## src/rtl/tcc_pkg.sv

```systemverilog
package tcc_pkg;
  localparam int BYTE_W = 8;
  localparam int CNT_W  = 2 * BYTE_W;

  typedef enum logic [2:0] {
    A_CTL0 = 3'd0, A_V0H = 3'd1, A_V0L = 3'd2,
    A_CTL1 = 3'd3, A_V1H = 3'd4, A_V1L = 3'd5,
    A_CNH  = 3'd6, A_CNL = 3'd7
  } reg_addr_e;

  localparam int B_FLAG = 7;
  localparam int B_IE   = 6;
  localparam int B_BUF  = 5;
  localparam int B_CMP  = 4;
  localparam int B_SELH = 3;
  localparam int B_SELL = 2;
  localparam int B_AUX1 = 1;
  localparam int B_AUX0 = 0;
endpackage

```

## src/rtl/tcc_count.sv

```systemverilog
module tcc_count #(
  parameter int W = 16
) (
  input  logic         clk,
  input  logic         rst,
  output logic [W-1:0] cnt,
  output logic         wrap
);
  always_ff @(posedge clk) begin
    if (rst) cnt <= '0;
    else     cnt <= cnt + 1'b1;
  end
  assign wrap = &cnt;
endmodule

```

## src/rtl/tcc_chan.sv

```systemverilog
module tcc_chan
  import tcc_pkg::*;
#(
  parameter bit HAS_BUF     = 1'b0,
  parameter int SYNC_STAGES = 2
) (
  input  logic              clk,
  input  logic              rst,
  input  logic              en,
  input  logic [CNT_W-1:0]  cnt,
  input  logic [CNT_W-1:0]  alt_val,
  input  logic              use_alt,
  input  logic              pin_in,
  input  logic              ctl_rd,
  input  logic              ctl_wr,
  input  logic              vh_wr,
  input  logic              vl_wr,
  input  logic [BYTE_W-1:0] wdata,
  output logic [BYTE_W-1:0] ctl_q,
  output logic [CNT_W-1:0]  val_q,
  output logic              flag_o,
  output logic              event_o,
  output logic              irq,
  output logic              pin_out,
  output logic              pin_oe
);
  localparam int SW = SYNC_STAGES + 1;

  logic          flag_q, ie_q, mb_q, ma_q, aux1_q, aux0_q, armed_q;
  logic [1:0]    sel_q;
  logic [SW-1:0] sync_q;
  logic          active, cmp_mode, rise, fall, edge_hit, match, evt;
  logic          flag_n, ie_n, wr_ok;
  logic [CNT_W-1:0] cmp_val;

  always_comb begin
    wr_ok    = ctl_wr && en;
    active   = en && (sel_q != 2'b00);
    cmp_mode = ma_q || mb_q;
    rise     = sync_q[SW-2] && !sync_q[SW-1];
    fall     = !sync_q[SW-2] && sync_q[SW-1];
    edge_hit = active && !cmp_mode && ((sel_q[0] && rise) || (sel_q[1] && fall));
    cmp_val  = (mb_q && use_alt) ? alt_val : val_q;
    match    = active && cmp_mode && (cnt == cmp_val);
    evt      = edge_hit || match;
    ie_n     = wr_ok ? wdata[B_IE] : ie_q;
    if (evt)                                      flag_n = 1'b1;
    else if (wr_ok && armed_q && !wdata[B_FLAG])  flag_n = 1'b0;
    else                                          flag_n = flag_q;
  end

  always_ff @(posedge clk) begin
    if (rst) begin
      flag_q <= 1'b0; ie_q <= 1'b0; mb_q <= 1'b0; ma_q <= 1'b0;
      sel_q <= 2'b00; aux1_q <= 1'b0; aux0_q <= 1'b0; armed_q <= 1'b0;
      sync_q <= '0; val_q <= '0; pin_out <= 1'b0; irq <= 1'b0;
    end else begin
      sync_q <= {sync_q[SW-2:0], pin_in};
      flag_q <= flag_n;
      ie_q   <= ie_n;
      irq    <= flag_n && ie_n && en;
      if (wr_ok) begin
        mb_q   <= HAS_BUF ? wdata[B_BUF] : 1'b0;
        ma_q   <= wdata[B_CMP];
        sel_q  <= wdata[B_SELH:B_SELL];
        aux1_q <= wdata[B_AUX1];
        aux0_q <= wdata[B_AUX0];
      end
      if (evt || wr_ok)                armed_q <= 1'b0;
      else if (ctl_rd && en && flag_q) armed_q <= 1'b1;
      if (edge_hit) val_q <= cnt;
      else begin
        if (vh_wr) val_q[CNT_W-1:BYTE_W] <= wdata;
        if (vl_wr) val_q[BYTE_W-1:0]     <= wdata;
      end
      if (match) pin_out <= !pin_out;
    end
  end

  assign ctl_q   = en ? {flag_q, ie_q, mb_q, ma_q, sel_q, aux1_q, aux0_q} : '0;
  assign pin_oe  = active && cmp_mode;
  assign flag_o  = flag_q;
  assign event_o = evt;
endmodule

```

## src/rtl/tcc_timer2.sv

```systemverilog
module tcc_timer2
  import tcc_pkg::*;
#(
  parameter int SYNC_STAGES = 2
) (
  input  logic       clk,
  input  logic       rst,
  input  logic       rd_en,
  input  logic       wr_en,
  input  logic [2:0] addr,
  input  logic [7:0] wdata,
  output logic [7:0] rdata,
  input  logic [1:0] pin_in,
  output logic [1:0] pin_out,
  output logic [1:0] pin_oe,
  output logic [1:0] irq
);
  logic [CNT_W-1:0]  cnt, val0, val1;
  logic [BYTE_W-1:0] ctl0, ctl1;
  logic              wrap, buf_on, buf_sel;
  logic [1:0]        flag, ev;

  tcc_count #(.W(CNT_W)) u_cnt (.clk(clk), .rst(rst), .cnt(cnt), .wrap(wrap));

  assign buf_on = ctl0[B_BUF];

  always_ff @(posedge clk) begin
    if (rst || !buf_on) buf_sel <= 1'b0;
    else if (wrap)      buf_sel <= !buf_sel;
  end

  tcc_chan #(.HAS_BUF(1'b1), .SYNC_STAGES(SYNC_STAGES)) u_ch0 (
    .clk(clk), .rst(rst), .en(1'b1), .cnt(cnt), .alt_val(val1), .use_alt(buf_sel),
    .pin_in(pin_in[0]),
    .ctl_rd(rd_en && addr == A_CTL0), .ctl_wr(wr_en && addr == A_CTL0),
    .vh_wr(wr_en && addr == A_V0H), .vl_wr(wr_en && addr == A_V0L),
    .wdata(wdata), .ctl_q(ctl0), .val_q(val0), .flag_o(flag[0]), .event_o(ev[0]),
    .irq(irq[0]), .pin_out(pin_out[0]), .pin_oe(pin_oe[0]));

  tcc_chan #(.HAS_BUF(1'b0), .SYNC_STAGES(SYNC_STAGES)) u_ch1 (
    .clk(clk), .rst(rst), .en(!buf_on), .cnt(cnt), .alt_val('0), .use_alt(1'b0),
    .pin_in(pin_in[1]),
    .ctl_rd(rd_en && addr == A_CTL1), .ctl_wr(wr_en && addr == A_CTL1),
    .vh_wr(wr_en && addr == A_V1H), .vl_wr(wr_en && addr == A_V1L),
    .wdata(wdata), .ctl_q(ctl1), .val_q(val1), .flag_o(flag[1]), .event_o(ev[1]),
    .irq(irq[1]), .pin_out(pin_out[1]), .pin_oe(pin_oe[1]));

  always_ff @(posedge clk) begin
    if (rst) rdata <= '0;
    else if (rd_en) begin
      case (addr)
        A_CTL0:  rdata <= ctl0;
        A_V0H:   rdata <= val0[CNT_W-1:BYTE_W];
        A_V0L:   rdata <= val0[BYTE_W-1:0];
        A_CTL1:  rdata <= ctl1;
        A_V1H:   rdata <= val1[CNT_W-1:BYTE_W];
        A_V1L:   rdata <= val1[BYTE_W-1:0];
        A_CNH:   rdata <= cnt[CNT_W-1:BYTE_W];
        default: rdata <= cnt[BYTE_W-1:0];
      endcase
    end
  end
endmodule

```

## config.mk

```make
export PLATFORM = sky130hd
export DESIGN_NAME = tcc_timer2
export DESIGN_NICKNAME = d
export VERILOG_FILES = /design/src/rtl/tcc_pkg.sv /design/src/rtl/tcc_count.sv /design/src/rtl/tcc_chan.sv /design/src/rtl/tcc_timer2.sv
export SDC_FILE = /design/constraint.sdc
export NUM_CORES = 1
export LEC_CHECK = 0
export CORE_MARGIN = 2
export CORE_UTILIZATION = 59
export DETAILED_ROUTE_END_ITERATION = 16
export GPL_TIMING_DRIVEN = 0
export PLACE_DENSITY = 0.9
export SYNTH_ARGS = -nofsm -noshare
export SYNTH_HDL_FRONTEND = slang
export SYNTH_SLANG_ARGS = --single-unit
```

## constraint.sdc

```tcl
create_clock -name clk -period 3 [get_ports clk]
set_input_delay 0.6 -clock clk [delete_from_list [all_inputs] [get_ports clk]]
set_output_delay 0.6 -clock clk [all_outputs]
set_load 0.01 [all_outputs]
```

==> results_dict.tcl, run 1 <==
set metrics [dict create \
    outcome "complete, no violations" \
    path_clk_slew_ns 0.09 \
    synth-seq-area-share 0.3650 \
    r2r_cells 7 \
    wl_per_cell_um 22.92 \
    clk_latency_ns 0.37 \
    start_kind "register" \
    clock-sinks 84 \
    ys_types 57 \
    fmax_mhz 337.6 \
    synth_area_per_cell_um2 8.579 \
    final_cells 683 \
    drtIter0Drc 561 \
    crit_chain "clkbuf_2 -> inv_1 -> o211a_1 -> buf_4 -> clkdlybuf4s50_1" \
    p_leak_nw 2.013 \
    fp.dieW_um 92.37 \
    dp.cells 667 \
    post-cts-setup-buffers 0 \
    syn-cell-area_um2 4607 \
    cpPeakStageDelay_ns 0.57 \
    switching_share 0.2804 \
    synth_fp_nets 555 \
    p_int_mw 1.631 \
    comb_power_share 0.112 \
    placed_area_um2 5015 \
    grtUsageTotal 0.3735 \
    clockPowerShare 0.371 \
    final-setup-viol-count 0 \
    initial_utilization 0.6024 \
    synth.top_cells.by_area "dfxtp_1 37%, mux2i_1 11%, a211oi_1 6.0%, nor2_1 5.6%, xor2_1 4.9%" \
    power_density_nw_per_um2 434.3 \
    synth_top_area_frac 0.3650 \
    cap_violations 0 \
    switchingPower_uw 635.8 \
    hold_violations 0 \
    ios 31 \
    synth_edf_count 0 \
    min_period_ns 2.962 \
    vias_per_cell 6.612 \
    cp_slowest_cell "dfxtp_1" \
    clock_skew_ns 0.01162 \
    drt_first_pass_iters 5 \
    final_util 0.6826 \
    diodes 0 \
    synth_area_leader_cell "dfxtp_1" \
    max_slew_margin 0.3415 \
    holdWs_ns 0.4428 \
    timing.final.crit_share 0.9874 \
    cts_htree_levels 3 \
    grt_first_pass_wirelength_um 23720 \
    finalInstanceArea_um2 5220 \
    cts_tree "done" \
    worst_ep_required_time_ns 2.40 \
    rows 32 \
    nets 594 \
    gp_congestion 1.005 \
    timing.hold.worst_path_depth 1 \
    hold_path_class "reg2reg" \
    ys_warn_count 0 \
    grt_max_degree 16 \
    overflow 0 \
    cp_max_fo 10 \
    antenna_found_initial 0 \
    peakVddDrop_mv 0.3002 \
    cts-buffers-inserted 9 \
    path_class "reg2out" \
    ant_nets 0 \
    rsz0062_at_grt "no" \
    seqPwrFrac 0.517 \
    rrSetupSlack_ns 0.18 \
    dieArea_um2 8531 \
    grt_pass1_vias 4165 \
    synth.most_common_cell "dfxtp_1" \
    drive_gt1_frac 0.07229 \
    ys_ff_latch 84 \
    ctsHoldBuffers 0 \
    synthTopCellsByCount "84 x dfxtp_1, 69 x nor2_1, 49 x mux2i_1" \
    drv_slew 0 \
    clockBufferDepth 2 \
    die_height_um 92.37 \
    syn_to_final_growth_pct 13.31 \
    routed_wl_um 15650 \
    endpoint_kind "output pin" \
    tightestPinTransition_ns 0.9842 \
    root_buffer "clkbuf_8" \
    vias 4516 \
    port_buffers 28 \
    critPathArrivalTime_ns 2.36 \
    dp_hpwl_um 11310 \
    route.detailed.drc 0 \
    core_um2 7647 \
    ys.flop_type "dfxtp_1" \
    syn_inst 537 \
    synthArstFlopShare 0 \
]
## power by group through the flow
stage / Sequential (mW) / Clock (mW) / Combinational [mW]
final: 1.17 / 0.841 / 0.255
after floorplan: 1.19 / 0 / 0.148
after CTS: 1.17 / 0.841 / 0.246
after global placement: 1.19 / 0 / 0.240
after detailed placement: 1.19 / 0 / 0.245
after global routing: 1.17 / 0.881 / 0.269
## routing by layer
metal | share of wire | vias up | GRT usage
li1 | - | 1986 | -
met1 | 0.39 | 2158 | 0.5086
met2 | 0.44 | 319 | 0.5523
met3 | 0.12 | 53 | 0.08137
met4 | 0.054 | 0 | 0.2040
met5 | 0 | - | 0
## path summary, 6_finish.rpt
check                                    end                  startpoint
setup / recovery                   pin_oe[1]     u_ch0.mb_q$_SDFFE_PP0N_
hold / removal    u_ch1.sync_q[1]$_SDFF_PP0_  u_ch1.sync_q[0]$_SDFF_PP0_
setup reg to reg     u_ch0.flag_o$_SDFF_PP0_     u_cnt.cnt[6]$_SDFF_PP0_
hold reg to reg   u_ch1.sync_q[1]$_SDFF_PP0_  u_ch1.sync_q[0]$_SDFF_PP0_
## kinds of logic (layout without fill, tap and decap cells)
kind of cell             after synthesis  after routing  share of synthesized area
AND/OR/NAND/NOR                      174            174                     0.1858
AO/OA/AOI/OAI                        116            116                     0.1708
flip-flops                            84             84                     0.3650
buffers and inverters                 69            113                    0.06409
multiplexers                          57             57                     0.1431
XOR/XNOR                              36             36                    0.06844
adder cells (fa/ha/maj)                1              1                   0.002715
## critical path: cells and delay by family (launching register included)
kind                   cells  cell delay [ns]
DFF                        1             0.57
buffers and inverters      4             1.19
AOI/OAI and AO/OA          1             0.25
## area by class of cell
| class | instances | area (um^2) |
|---|---|---|
| plain buffers | 52 | 232.7 |
| clock buffers | 9 | 123.9 |
| clock inverters | 7 | 73.82 |
| fillers | 646 | 2427 |
| inverters | 17 | 63.81 |
| multi-input cells | 384 | 2636 |
| flip-flops and latches | 84 | 1682 |
| well taps | 102 | 127.6 |
| repair buffers | 28 | 280.3 |
## repair_timing
action                     in CTS  in global routing
gates cloned                    0                  0
hold endpoints to repair        0                  0
setup endpoints to repair       1                  3
resized for setup               1                  1
## cells in the final DEF (no fill, tap or decap), types with 3 or more instances in the layout
master           Yosys  layout
a211oi_1            37      37
a21oi_1             26      26
a221oi_1             4       4
a31oi_1              4       4
and2_1               3       3
buf_1                7       7
buf_2                5       5
buf_4                6       6
clkbuf_1            33      32
clkbuf_8             0       9
clkdlybuf4s50_1      0      28
dfxtp_1             84      84
inv_1               16      16
mux2i_1             49      49
mux4_2               7       7
nand2_1             32      32
nand3_1             11      11
nand3b_1             8       8
nor2_1              69      69
nor2b_1             20      20
nor3_1               6       6
nor3b_1              3       3
nor4_1               7       6
o21ai_0             16      16
o22ai_1              5       5
o31a_1               3       3
or3_1                3       3
xnor2_1             10      10
xor2_1              26      26
## stage by stage
stage          power [mW]  worst slack (ns)  setup TNS, ns
2_1_floorplan       1.334            0.7983              0
6_report            2.267           0.03790              0
3_3_place_gp        1.433          -0.05112        -0.1613
5_1_grt             2.323          0.003886              0
3_5_place_dp        1.440           -0.1359        -0.8865
4_1_cts             2.256           0.01165              0
## registers in the layout (all words and copies together) (netlist names), 2 cells and up
register / count
rdata: 8
u_ch0.sel_q: 2
u_ch0.sync_q: 3
u_ch0.val_q: 16
u_ch1.sel_q: 2
u_ch1.sync_q: 3
u_ch1.val_q: 16
u_cnt.cnt: 16
Power figures use the tool's default switching activity.
==> run 2, diff against run 1 <==
--- a/config.mk
+++ b/config.mk
@@ -5,7 +5,6 @@
 export SDC_FILE = /design/constraint.sdc
 export NUM_CORES = 1
 export LEC_CHECK = 0
-export CORE_MARGIN = 2
 export CORE_UTILIZATION = 59
 export DETAILED_ROUTE_END_ITERATION = 16
 export GPL_TIMING_DRIVEN = 0
@@ -13,3 +12,4 @@
 export SYNTH_ARGS = -nofsm -noshare
 export SYNTH_HDL_FRONTEND = slang
 export SYNTH_SLANG_ARGS = --single-unit
+export TNS_END_PERCENT = 100
==> run 2 against run 1 <==
  * Flip-flop and latch count unchanged
  * Setup slack better by 0.045 ns
  * Hold slack better by 0.0031 ns
  * Sequential share of layout area hardly changed
  * Die area fell by 4.3%
==> results_dict.tcl, run 2 (synthesis results as in run 1) <==
set metrics [dict create \
    hold_path_class "reg2reg" \
    cts-buffers-inserted 9 \
    peakVddDrop_mv 0.3043 \
    min_period_ns 2.917 \
    syn_to_final_growth_pct 13.44 \
    grt_first_pass_wirelength_um 23480 \
    vias 4497 \
    die_height_um 90.37 \
    clock-sinks 84 \
    drive_gt1_frac 0.07229 \
    tightestPinTransition_ns 0.9726 \
    top_regs "u_ch0.val_q: 16 flops, u_ch1.val_q: 16 flops, u_cnt.cnt: 16 flops" \
    post-cts-setup-buffers 0 \
    grt_max_degree 17 \
    diodes 0 \
    max_slew_margin 0.3492 \
    pre_cts_slack_ns -0.1652 \
    worst_ep_required_time_ns 3.23 \
    drv_slew 0 \
    mostFrequentLayoutCells "84 x dfxtp_1, 69 x nor2_1, 49 x mux2i_1, 37 x a211oi_1" \
    final-setup-viol-count 0 \
    rsz0062_at_grt "no" \
    dp_hpwl_um 11080 \
    ant_nets 0 \
    route.detailed.drc 0 \
    routed_wl_um 15100 \
    holdWs_ns 0.4459 \
    power_density_nw_per_um2 438.2 \
    overflow 0 \
    drt_first_pass_iters 5 \
    wl_per_cell_um 22.21 \
    layout_commonest_cell "dfxtp_1" \
    rows 31 \
    initial_utilization 0.6219 \
    fp.dieW_um 90.37 \
    fmax_mhz 342.9 \
    cp_max_fo 10 \
    vias_per_cell 6.613 \
    antenna_found_initial 0 \
    dieArea_um2 8166 \
    drtIter0Drc 647 \
    ios 31 \
    grt_pass1_vias 4171 \
    power.total_mw 2.290 \
    gp_congestion 1.005 \
    start_kind "primary input" \
    endpoint_kind "register" \
    clk_latency_ns 0.37 \
    grtUsageTotal 0.3784 \
    clock_skew_ns 0.009454 \
    outcome "complete, no violations" \
    root_buffer "clkbuf_8" \
    p_leak_nw 2.021 \
    port_buffers 28 \
    final_util 0.7055 \
    cap_violations 0 \
    path_clk_slew_ns 0.09 \
    fin_ws_ns 0.08337 \
    finalSetupTns_ns 0 \
    timing.final.crit_share 0.9722 \
    core_um2 7408 \
    cts_htree_levels 3 \
    nets 594 \
    path_class "in2reg" \
    clockBufferDepth 2 \
    cts_tree "done" \
    critPathArrivalTime_ns 3.15 \
    hold_violations 0 \
]
[run 2: cell types whose count changed in the layout (fill, tap and decap cells not counted), sizes merged]
cell / before / now
clkinvlp: 1 / 0
inv: 18 / 19
[run 2: cell type report]
type	instances	area [um^2]
Buffer	52	232.7
Clock buffer	9	123.9
Clock inverter	7	83.83
Fill cell	636	2182
Inverter	17	63.81
Multi-Input combinational cell	384	2636
Sequential cell	84	1682
Tap cell	99	123.9
Timing Repair Buffer	28	280.3
[run 2: worst paths after layout]
| kind | from | to | slack, ns | depth (start not counted) |
|---|---|---|---|---|
| setup / recovery | addr[1] | rdata[1]$_SDFFE_PP0P_ | 0.08 | 6 |
| hold reg to reg | u_ch1.sync_q[0]$_SDFF_PP0_ | u_ch1.sync_q[1]$_SDFF_PP0_ | 0.45 | 1 |
| hold / removal | u_ch1.sync_q[0]$_SDFF_PP0_ | u_ch1.sync_q[1]$_SDFF_PP0_ | 0.45 | 1 |
| setup reg to reg | u_cnt.cnt[6]$_SDFF_PP0_ | u_ch0.irq$_SDFF_PP0_ | 0.17 | 7 |
[run 2: metrics by stage]
stage	cell area (um^2)	cells
after global routing	5226	680
after CTS	5220	680
final	5226	680
after detailed placement	5011	664
after floorplan	4607	537
after global placement	5011	664
[run 2: layer usage]
layer / track usage / part of all wire / up-vias
met5: 0 / 0 / -
met4: 0.1828 / 0.050 / 0
met3: 0.06818 / 0.11 / 70
met2: 0.5547 / 0.43 / 324
met1: 0.5353 / 0.41 / 2126
li1: - / - / 1977
[run 2: repair_timing]
item | 4_1_cts | 5_1_grt
hold buffers | 0 | 0
setup endpoints to repair | 1 | 3
gates resized for setup | 1 | 1
[run 2: report_power, final]
part           total, mW  switching (mW)  internal (mW)  leakage [nW]
clock network      0.867           0.466          0.401         0.108
registers           1.17          0.0262           1.14         0.681
logic              0.255           0.155         0.0998          1.23
[run 2: worst max-delay path, stage by stage]
cell and delay [ns]:
clkdlybuf4s50_1 0.55, clkbuf_1 0.55, clkbuf_1 0.60, mux4_2 0.42
mux2i_1 0.30, a211oi_1 0.13
